--- config.mk ---
export PLATFORM = sky130hd
export DESIGN_NAME = serial_audio_rx
export DESIGN_NICKNAME = d
export VERILOG_FILES = /design/src/rtl/serial_audio_rx_pkg.sv /design/src/rtl/sarx_clkgen.sv /design/src/rtl/sarx_ctrl.sv /design/src/rtl/sarx_datapath.sv /design/src/rtl/serial_audio_rx.sv
export SDC_FILE = /design/constraint.sdc
export NUM_CORES = 1
export LEC_CHECK = 0
export ABC_AREA = 1
export BUFFER_PORTS_ARGS = -buffer_cell sky130_fd_sc_hd__buf_2
export CORE_MARGIN = 5
export CORE_UTILIZATION = 40
export CTS_CLUSTER_SIZE = 16
export DETAILED_ROUTE_END_ITERATION = 10
export GPL_TIMING_DRIVEN = 1
export PLACE_DENSITY_LB_ADDON = 0.3
export SYNTH_ARGS = -nofsm -noshare
export SYNTH_HDL_FRONTEND = slang
export SYNTH_SLANG_ARGS = --single-unit
--- constraint.sdc ---
create_clock -name clk -period 4.5 [get_ports clk]
set_input_delay 0.9 -clock clk [delete_from_list [all_inputs] [get_ports clk]]
set_output_delay 0.9 -clock clk [all_outputs]
set_load 0.01 [all_outputs]
--- src/rtl/serial_audio_rx_pkg.sv ---
package serial_audio_rx_pkg;

  localparam int unsigned DATA_W = 32;
  localparam int unsigned POS_W  = $clog2(DATA_W);
  localparam int unsigned HALF_W = DATA_W / 2;
  localparam int unsigned QTR_W  = DATA_W / 4;

  typedef enum logic [1:0] {
    PACK_NONE = 2'd0,
    PACK_16   = 2'd1,
    PACK_8    = 2'd2
  } packMode_e;

  // Stream format, applied at left-slot starts.
  typedef struct packed {
    logic             pol;
    logic             mono;
    logic             compact;
    logic             pack8;
    logic [POS_W-1:0] sampleSz;
    logic [POS_W-1:0] slotSz;
  } fmtCfg_t;

  // Strobes from slot control to the sample datapath.
  typedef struct packed {
    logic             bitValid;
    logic             bitVal;
    logic [POS_W-1:0] bitPos;
    logic             sampleDone;
    logic             chanLeft;
    packMode_e        packMode;
    logic             pairClear;
  } rxStrobe_t;

endpackage

--- src/rtl/sarx_clkgen.sv ---
module sarx_clkgen
  import serial_audio_rx_pkg::*;
#(
  parameter int unsigned DIV_W = 8
) (
  input  logic             clk,
  input  logic             rstN,
  input  logic             genOn,
  input  logic [DIV_W-1:0] divLimit,
  input  logic [POS_W-1:0] slotLimit,
  output logic             bclkGen,
  output logic             wsGen
);

  logic [DIV_W-1:0] divCnt;
  logic [POS_W-1:0] genBit;

  always_ff @(posedge clk or negedge rstN) begin
    if (!rstN) begin
      divCnt  <= '0;
      bclkGen <= 1'b0;
      wsGen   <= 1'b0;
      genBit  <= '0;
    end else if (!genOn) begin
      divCnt  <= '0;
      bclkGen <= 1'b0;
      wsGen   <= 1'b0;
      genBit  <= '0;
    end else if (divCnt >= divLimit) begin
      divCnt  <= '0;
      bclkGen <= ~bclkGen;
      if (bclkGen) begin
        if (genBit == slotLimit) begin
          genBit <= '0;
          wsGen  <= ~wsGen;
        end else begin
          genBit <= genBit + 1'b1;
        end
      end
    end else begin
      divCnt <= divCnt + 1'b1;
    end
  end

  // word-select moves only together with a falling bit clock
  a_r2_ws_on_fall: assert property (@(posedge clk) disable iff (!rstN)
    (genOn && !$stable(wsGen)) |-> $fell(bclkGen));

endmodule

--- src/rtl/sarx_ctrl.sv ---
module sarx_ctrl
  import serial_audio_rx_pkg::*;
#(
  parameter int unsigned DIV_W = 8
) (
  input  logic             clk,
  input  logic             rstN,
  input  logic             enable,
  input  logic             cfgMaster,
  input  logic [DIV_W-1:0] cfgDiv,
  input  fmtCfg_t          portCfg,
  input  logic             bclkIn,
  input  logic             wsIn,
  input  logic             sdIn,
  output logic             bclkOut,
  output logic             wsOut,
  output rxStrobe_t        strb
);

  localparam logic [POS_W:0] IDX_MAX = {(POS_W+1){1'b1}};

  // Clock source settings, taken only while idle
  logic             masterAct;
  logic [DIV_W-1:0] divAct;
  logic [POS_W-1:0] genSlot;

  always_ff @(posedge clk or negedge rstN) begin
    if (!rstN) begin
      masterAct <= 1'b0;
      divAct    <= '0;
      genSlot   <= '1;
    end else if (!enable) begin
      masterAct <= cfgMaster;
      divAct    <= cfgDiv;
      genSlot   <= portCfg.slotSz;
    end
  end

  logic bclkGen, wsGen;

  sarx_clkgen #(.DIV_W(DIV_W)) u_clkgen (
    .clk       (clk),
    .rstN      (rstN),
    .genOn     (masterAct),
    .divLimit  (divAct),
    .slotLimit (genSlot),
    .bclkGen   (bclkGen),
    .wsGen     (wsGen)
  );

  assign bclkOut = bclkGen;
  assign wsOut   = wsGen;

  // Common synchronizer for both clock sources
  logic       bclkSrc, wsSrc;
  logic [2:0] bclkSync;
  logic [1:0] wsSync, sdSync;
  logic       riseEv;

  assign bclkSrc = masterAct ? bclkGen : bclkIn;
  assign wsSrc   = masterAct ? wsGen   : wsIn;

  always_ff @(posedge clk or negedge rstN) begin
    if (!rstN) begin
      bclkSync <= '0;
      wsSync   <= '0;
      sdSync   <= '0;
    end else begin
      bclkSync <= {bclkSync[1:0], bclkSrc};
      wsSync   <= {wsSync[0], wsSrc};
      sdSync   <= {sdSync[0], sdIn};
    end
  end

  assign riseEv = bclkSync[1] & ~bclkSync[2];

  // Stage 1: per-bit event, word-select delayed by one bit period
  logic wsPrev, wsPrev2;
  logic evValid, evBit, evWs, evStart;

  always_ff @(posedge clk or negedge rstN) begin
    if (!rstN) begin
      wsPrev  <= 1'b0;
      wsPrev2 <= 1'b0;
      evValid <= 1'b0;
      evBit   <= 1'b0;
      evWs    <= 1'b0;
      evStart <= 1'b0;
    end else begin
      evValid <= riseEv;
      if (riseEv) begin
        wsPrev  <= wsSync[1];
        wsPrev2 <= wsPrev;
        evBit   <= sdSync[1];
        evWs    <= wsPrev;
        evStart <= (wsPrev != wsPrev2);
      end
    end
  end

  // Stage 2: slot position, frame boundary and keep decision
  fmtCfg_t          act, nxtAct;
  logic             running, nxtRunning;
  logic [POS_W:0]   idx, nxtIdx;
  logic             loadNow, chanLeft, wanted, keep;
  logic [POS_W-1:0] limit;
  packMode_e        nxtPack;

  always_comb begin
    loadNow    = evValid && evStart && ((evWs ^ portCfg.pol) == 1'b1) && enable;
    nxtAct     = loadNow ? portCfg : act;
    nxtRunning = enable && (loadNow || running);
    if (!evValid)             nxtIdx = idx;
    else if (evStart)         nxtIdx = '0;
    else if (idx == IDX_MAX)  nxtIdx = idx;
    else                      nxtIdx = idx + 1'b1;
    chanLeft = evWs ^ nxtAct.pol;
    limit    = (nxtAct.sampleSz < nxtAct.slotSz) ? nxtAct.sampleSz : nxtAct.slotSz;
    wanted   = nxtAct.compact || !nxtAct.mono || !chanLeft;
    keep     = evValid && nxtRunning && wanted && (nxtIdx <= {1'b0, limit});
    if (!nxtAct.compact)    nxtPack = PACK_NONE;
    else if (nxtAct.pack8)  nxtPack = PACK_8;
    else                    nxtPack = PACK_16;
  end

  always_ff @(posedge clk or negedge rstN) begin
    if (!rstN) begin
      act     <= '{pol: 1'b0, mono: 1'b0, compact: 1'b0, pack8: 1'b0,
                   sampleSz: '1, slotSz: '1};
      running <= 1'b0;
      idx     <= IDX_MAX;
      strb    <= '{bitValid: 1'b0, bitVal: 1'b0, bitPos: '0, sampleDone: 1'b0,
                   chanLeft: 1'b0, packMode: PACK_NONE, pairClear: 1'b1};
    end else begin
      act             <= nxtAct;
      running         <= nxtRunning;
      idx             <= nxtIdx;
      strb.bitValid   <= keep;
      strb.bitVal     <= evBit;
      strb.bitPos     <= nxtIdx[POS_W-1:0];
      strb.sampleDone <= keep && (nxtIdx == {1'b0, limit});
      strb.chanLeft   <= chanLeft;
      strb.packMode   <= nxtPack;
      strb.pairClear  <= !nxtRunning;
    end
  end

  // nothing is captured in the cycle after enable is low
  a_r11_idle_quiet: assert property (@(posedge clk) disable iff (!rstN)
    !enable |=> !strb.bitValid);

  // capture always opens on a left slot
  a_r4_first_left: assert property (@(posedge clk) disable iff (!rstN)
    $rose(running) |-> strb.chanLeft);

  // no bit is written past the active sample size
  a_r6_pos_limit: assert property (@(posedge clk) disable iff (!rstN)
    strb.bitValid |-> (strb.bitPos <= act.sampleSz) && (strb.bitPos <= act.slotSz));

endmodule

--- src/rtl/sarx_datapath.sv ---
module sarx_datapath
  import serial_audio_rx_pkg::*;
(
  input  logic              clk,
  input  logic              rstN,
  input  rxStrobe_t         strb,
  output logic              wrValid,
  output logic [DATA_W-1:0] wrData
);

  logic [DATA_W-1:0] capt, nxtCapt, packWord;
  logic [HALF_W-1:0] pairHold;
  logic              pairHave;

  always_comb begin
    nxtCapt = (strb.bitPos == '0) ? '0 : capt;
    nxtCapt[DATA_W-1-strb.bitPos] = strb.bitVal;
  end

  always_comb begin
    packWord = '0;
    if (strb.packMode == PACK_8) begin
      packWord[QTR_W-1:0]       = pairHold[HALF_W-1 -: QTR_W];
      packWord[2*QTR_W-1:QTR_W] = nxtCapt[DATA_W-1 -: QTR_W];
    end else begin
      packWord = {nxtCapt[DATA_W-1 -: HALF_W], pairHold};
    end
  end

  always_ff @(posedge clk or negedge rstN) begin
    if (!rstN) begin
      capt     <= '0;
      pairHold <= '0;
      pairHave <= 1'b0;
      wrValid  <= 1'b0;
      wrData   <= '0;
    end else begin
      wrValid <= 1'b0;
      if (strb.pairClear) pairHave <= 1'b0;
      if (strb.bitValid) capt <= nxtCapt;
      if (strb.bitValid && strb.sampleDone) begin
        if (strb.packMode == PACK_NONE) begin
          wrValid <= 1'b1;
          wrData  <= nxtCapt;
        end else if (strb.chanLeft) begin
          pairHold <= nxtCapt[DATA_W-1 -: HALF_W];
          pairHave <= 1'b1;
        end else if (pairHave) begin
          wrValid  <= 1'b1;
          wrData   <= packWord;
          pairHave <= 1'b0;
        end
      end
    end
  end

  // a finished 8-bit pair leaves the upper half of the word clear
  a_r9_pack8_upper_zero: assert property (@(posedge clk) disable iff (!rstN)
    (strb.bitValid && strb.sampleDone && strb.packMode == PACK_8 && !strb.chanLeft && pairHave)
      |=> wrValid && (wrData[DATA_W-1:2*QTR_W] == '0));

  // at most one word per slot, never back to back
  a_r3_single_pulse: assert property (@(posedge clk) disable iff (!rstN)
    wrValid |=> !wrValid);

endmodule

--- src/rtl/serial_audio_rx.sv ---
module serial_audio_rx
  import serial_audio_rx_pkg::*;
#(
  parameter int unsigned DIV_W = 8
) (
  input  logic              clk,
  input  logic              rstN,
  input  logic              enable,
  input  logic              cfgMaster,
  input  logic [DIV_W-1:0]  cfgClkDiv,
  input  logic              cfgPolarity,
  input  logic              cfgMono,
  input  logic              cfgCompact,
  input  logic              cfgCompact8,
  input  logic [POS_W-1:0]  cfgSampleSize,
  input  logic [POS_W-1:0]  cfgSlotSize,
  input  logic              bclkIn,
  input  logic              wsIn,
  input  logic              sdIn,
  output logic              bclkOut,
  output logic              wsOut,
  output logic              wrValid,
  output logic [DATA_W-1:0] wrData
);

  fmtCfg_t   portCfg;
  rxStrobe_t strb;

  assign portCfg = '{pol: cfgPolarity, mono: cfgMono, compact: cfgCompact,
                     pack8: cfgCompact8, sampleSz: cfgSampleSize, slotSz: cfgSlotSize};

  sarx_ctrl #(.DIV_W(DIV_W)) u_ctrl (
    .clk       (clk),
    .rstN      (rstN),
    .enable    (enable),
    .cfgMaster (cfgMaster),
    .cfgDiv    (cfgClkDiv),
    .portCfg   (portCfg),
    .bclkIn    (bclkIn),
    .wsIn      (wsIn),
    .sdIn      (sdIn),
    .bclkOut   (bclkOut),
    .wsOut     (wsOut),
    .strb      (strb)
  );

  sarx_datapath u_dp (
    .clk     (clk),
    .rstN    (rstN),
    .strb    (strb),
    .wrValid (wrValid),
    .wrData  (wrData)
  );

endmodule

==> metrics.txt <==
Worst setup SP type input pin; worst setup margin 1090 ps; area of the die about 21,000 um2; Antenna Cells 0; max-slew violation count 0; TritonCTS buffer count 17; number of buffers added for setup after CTS 0; max-cap violation count 0; Metal-1 WL approximately 8 mm; critical path arrival approximately 3800 ps; setup total negative slack 0 ps; final setup skew about 8.5 ps; CP Data Required Time 4860 ps; CTS Hold Bufs 0; antenna-violating nets left 0; Max stage delay on crit path between 300 and 400 ps; critical path class in -> reg; sequential share of the synthesized area 53.2%; number of endpoints with negative hold slack in the final report 0; leading cell types by total area after synthesis sky130_fd_sc_hd__dfrtp_1, sky130_fd_sc_hd__nand2_1, sky130_fd_sc_hd__dfstp_2; overall die width 146 um; ratio of cells with drive above 1 in the final layout 17.8%; count of endpoints failing setup in the final report 0; antenna violations before repair 0; initial cell density of the core 40.9%; detailed router's first-iteration violation count between 300 and 400; count of synthesis-stage warnings from yosys 0; library cell occupying the most area in the post-synthesis netlist sky130_fd_sc_hd__dfrtp_1; Core Rows 49; Final Net Count 957; clock tree root driver cell sky130_fd_sc_hd__clkbuf_16; all-layer global routing usage 16.1%; synthesized area divided by synthesized cell count 8.67 um2; average wire per standard cell 14.5 um; FMAX 293 MHz; Crit path top cell by count sky130_fd_sc_hd__nand2_1; area inside the core boundary 18,100 um2; cell count after synthesis 852; post-detailed-routing wire length 16.7 mm; length of routed met2 wiring roughly 8 mm; count of buffers from port buffering 63; number of buffers between clock root and the deepest sink 2; residual overflow from global routing 0; result of the run finished, final reports clean; post-route fraction of the period consumed by the critical path 75.9%; total via count after detailed routing 5,701; global placement routability congestion 0.860; pin count of the biggest net entering global routing 97; synthesized cell area 7390 um2; RSZ-0062 raised after global routing false; most frequent cell after synthesis sky130_fd_sc_hd__nand2_1; final critical-path required period 3410 ps; flip-flop cell with the highest count after synthesis sky130_fd_sc_hd__dfrtp_1; chip height 146 um; number of gates given a new drive strength after cts 0; ys async rst share 100%; Met3 Wirelength between 600 and 700 um; clock tree from TritonCTS built; per-cell via count in the routed design 4.95; leading post-synthesis cells by instance count sky130_fd_sc_hd__nand2_1, sky130_fd_sc_hd__dfrtp_1, sky130_fd_sc_hd__inv_1, sky130_fd_sc_hd__nor2_1, sky130_fd_sc_hd__o21ai_1; cell type of the slowest stage on the worst timing path sky130_fd_sc_hd__ha_1; critical path, cell by cell buf_2, inv_1, nor2_4, nand2_4, inv_2, or2_2, o21ai_0, inv_1, ha_1, inv_1, o21bai_1, nor2_4, nand2_4, nand2_1, nand2_1, ha_1, and3_1, nand2_1, nor2_1, nand2_1, nand2_1; clock-pin slew of the registers on the worst-case setup and hold paths 60 ps; register bit total from synthesis ~160; path category of the worst min-delay check reg -> reg; peak supply drop roughly 0.34 mV; number of buffer and inverter instances along the worst setup path 5; fraction of synthesized cell area taken by the top area cell type 45.4%; clock sink count 156; I/O Pins 64; pin slew with the least headroom to its limit 1110 ps; cell family with the largest share of critical-path delay simple AND/OR/NAND/NOR gates; Area growth, synth to finish 15.3%; setup slack at placement 653 ps; Clock H-tree levels 4; post-synth cell types 43; clock latency of the later-clocked register in the worst-skew pair 420 ps; number of global-route vias before repair 5,446; critical path endpoint category flip-flop; highest fanout seen on the critical path 23; wire length of the first global-routing pass approximately 28 mm; nets in the synthesized netlist 900; router iterations before antenna repair 5; total power density per cell area about 550 nW/um2; Detail Placement HPWL 11.5 mm; Pleak approximately 4.2 nW; Max-Slew Margin vs Limit 25.9%; top sig layer met4; DRC violations left 0; number of enable flip-flop cells after synthesis 0
[worst reg2reg max path: cells and delay by family (launching register included)]
kind	cells	cell delay (ps)
and+or+nand+nor	13	1560
adders and majority gates	2	630
DFF	1	430
buffers and inverters	4	400
AOI/OAI and AO/OA	2	220
[worst paths after layout]
path	slack, ps	endpoint	start	cells after the start
max in group asynchronous	2940	u_ctrl.act[0]	rstN	2
max reg2reg	1210	u_ctrl.strb[11]	u_ctrl.wsPrev2	21
min	350	u_ctrl.sdSync[1]	u_ctrl.sdSync[0]	0
min in group asynchronous	560	u_dp.capt[24]	rstN	1
max	1090	u_ctrl.strb[11]	enable	21
min reg2reg	350	u_ctrl.sdSync[1]	u_ctrl.sdSync[0]	0
[placed cells by master (no fill, tap or decap), types with 7 or more instances in the layout]
cell type / synthesis / layout
sky130_fd_sc_hd__o21ai_0: 52 / 52
sky130_fd_sc_hd__o21ai_1: 54 / 54
sky130_fd_sc_hd__nand3_1: 50 / 50
sky130_fd_sc_hd__inv_2: 7 / 7
sky130_fd_sc_hd__ha_1: 19 / 19
sky130_fd_sc_hd__nand2_1: 197 / 197
sky130_fd_sc_hd__dfrtp_1: 134 / 134
sky130_fd_sc_hd__clkbuf_16: 0 / 17
sky130_fd_sc_hd__a21oi_1: 40 / 40
sky130_fd_sc_hd__a22oi_1: 7 / 7
sky130_fd_sc_hd__inv_1: 91 / 91
sky130_fd_sc_hd__mux2_2: 14 / 14
sky130_fd_sc_hd__or2_2: 7 / 7
sky130_fd_sc_hd__dfstp_2: 22 / 22
sky130_fd_sc_hd__xor2_1: 7 / 7
sky130_fd_sc_hd__nor2_1: 62 / 62
sky130_fd_sc_hd__buf_2: 8 / 62
[power by group]
part           internal, W  switching (W)
clock             0.000916       0.000577
combinational     0.000449       0.000923
sequential         0.00167       0.000168
total              0.00303        0.00167
[layer usage]
metal | GRT usage, % | up-vias
met4 | 5.13 | 0
met3 | 3.58 | 22
met2 | 25.8 | 118
li1 | - | 2885
met5 | 0 | -
met1 | 21.7 | 2676
[stage by stage]
step	total power, W	cells	area [um2]	utilization [%]	hold WS, ps
global placement	0.00319	1119	7910	43.7	339
floorplan	0.00286	852	7390	-	331
global route	0.00502	1151	8520	47.1	362
CTS	0.00475	1151	8520	47.1	350
finish	0.00470	1151	8520	47.1	349
detailed placement	0.00323	1119	7910	43.7	336
[sequential cells by signal, indices dropped and copies added (netlist names), 6 cells and up]
name	flops
u_dp.capt	32
u_dp.wrData	32
u_dp.pairHold	16
u_ctrl.act	14
u_ctrl.strb	12
u_ctrl.divAct	8
u_ctrl.u_clkgen.divCnt	8
u_ctrl.idx	6
[cell type report]
cell class / count / area [um2]
clock buffers: 22 / 474
clock inverters: 10 / 139
fillers: 1746 / 9570
inverters: 100 / 375
multi-input cells: 566 / 2950
flip-flops and latches: 156 / 3930
well taps: 229 / 287
repair buffers: 68 / 359
[logic make-up after synthesis]
group                    share of synthesized area, %
AO/OA/AOI/OAI                                    12.8
flip-flops                                       53.2
buffers and inverters                            6.84
XOR/XNOR                                         1.42
AND/OR/NAND/NOR                                  20.4
adder cells (fa/ha/maj)                          3.22
multiplexers                                     2.13
Note: power is estimated with default switching activity, not from simulation.
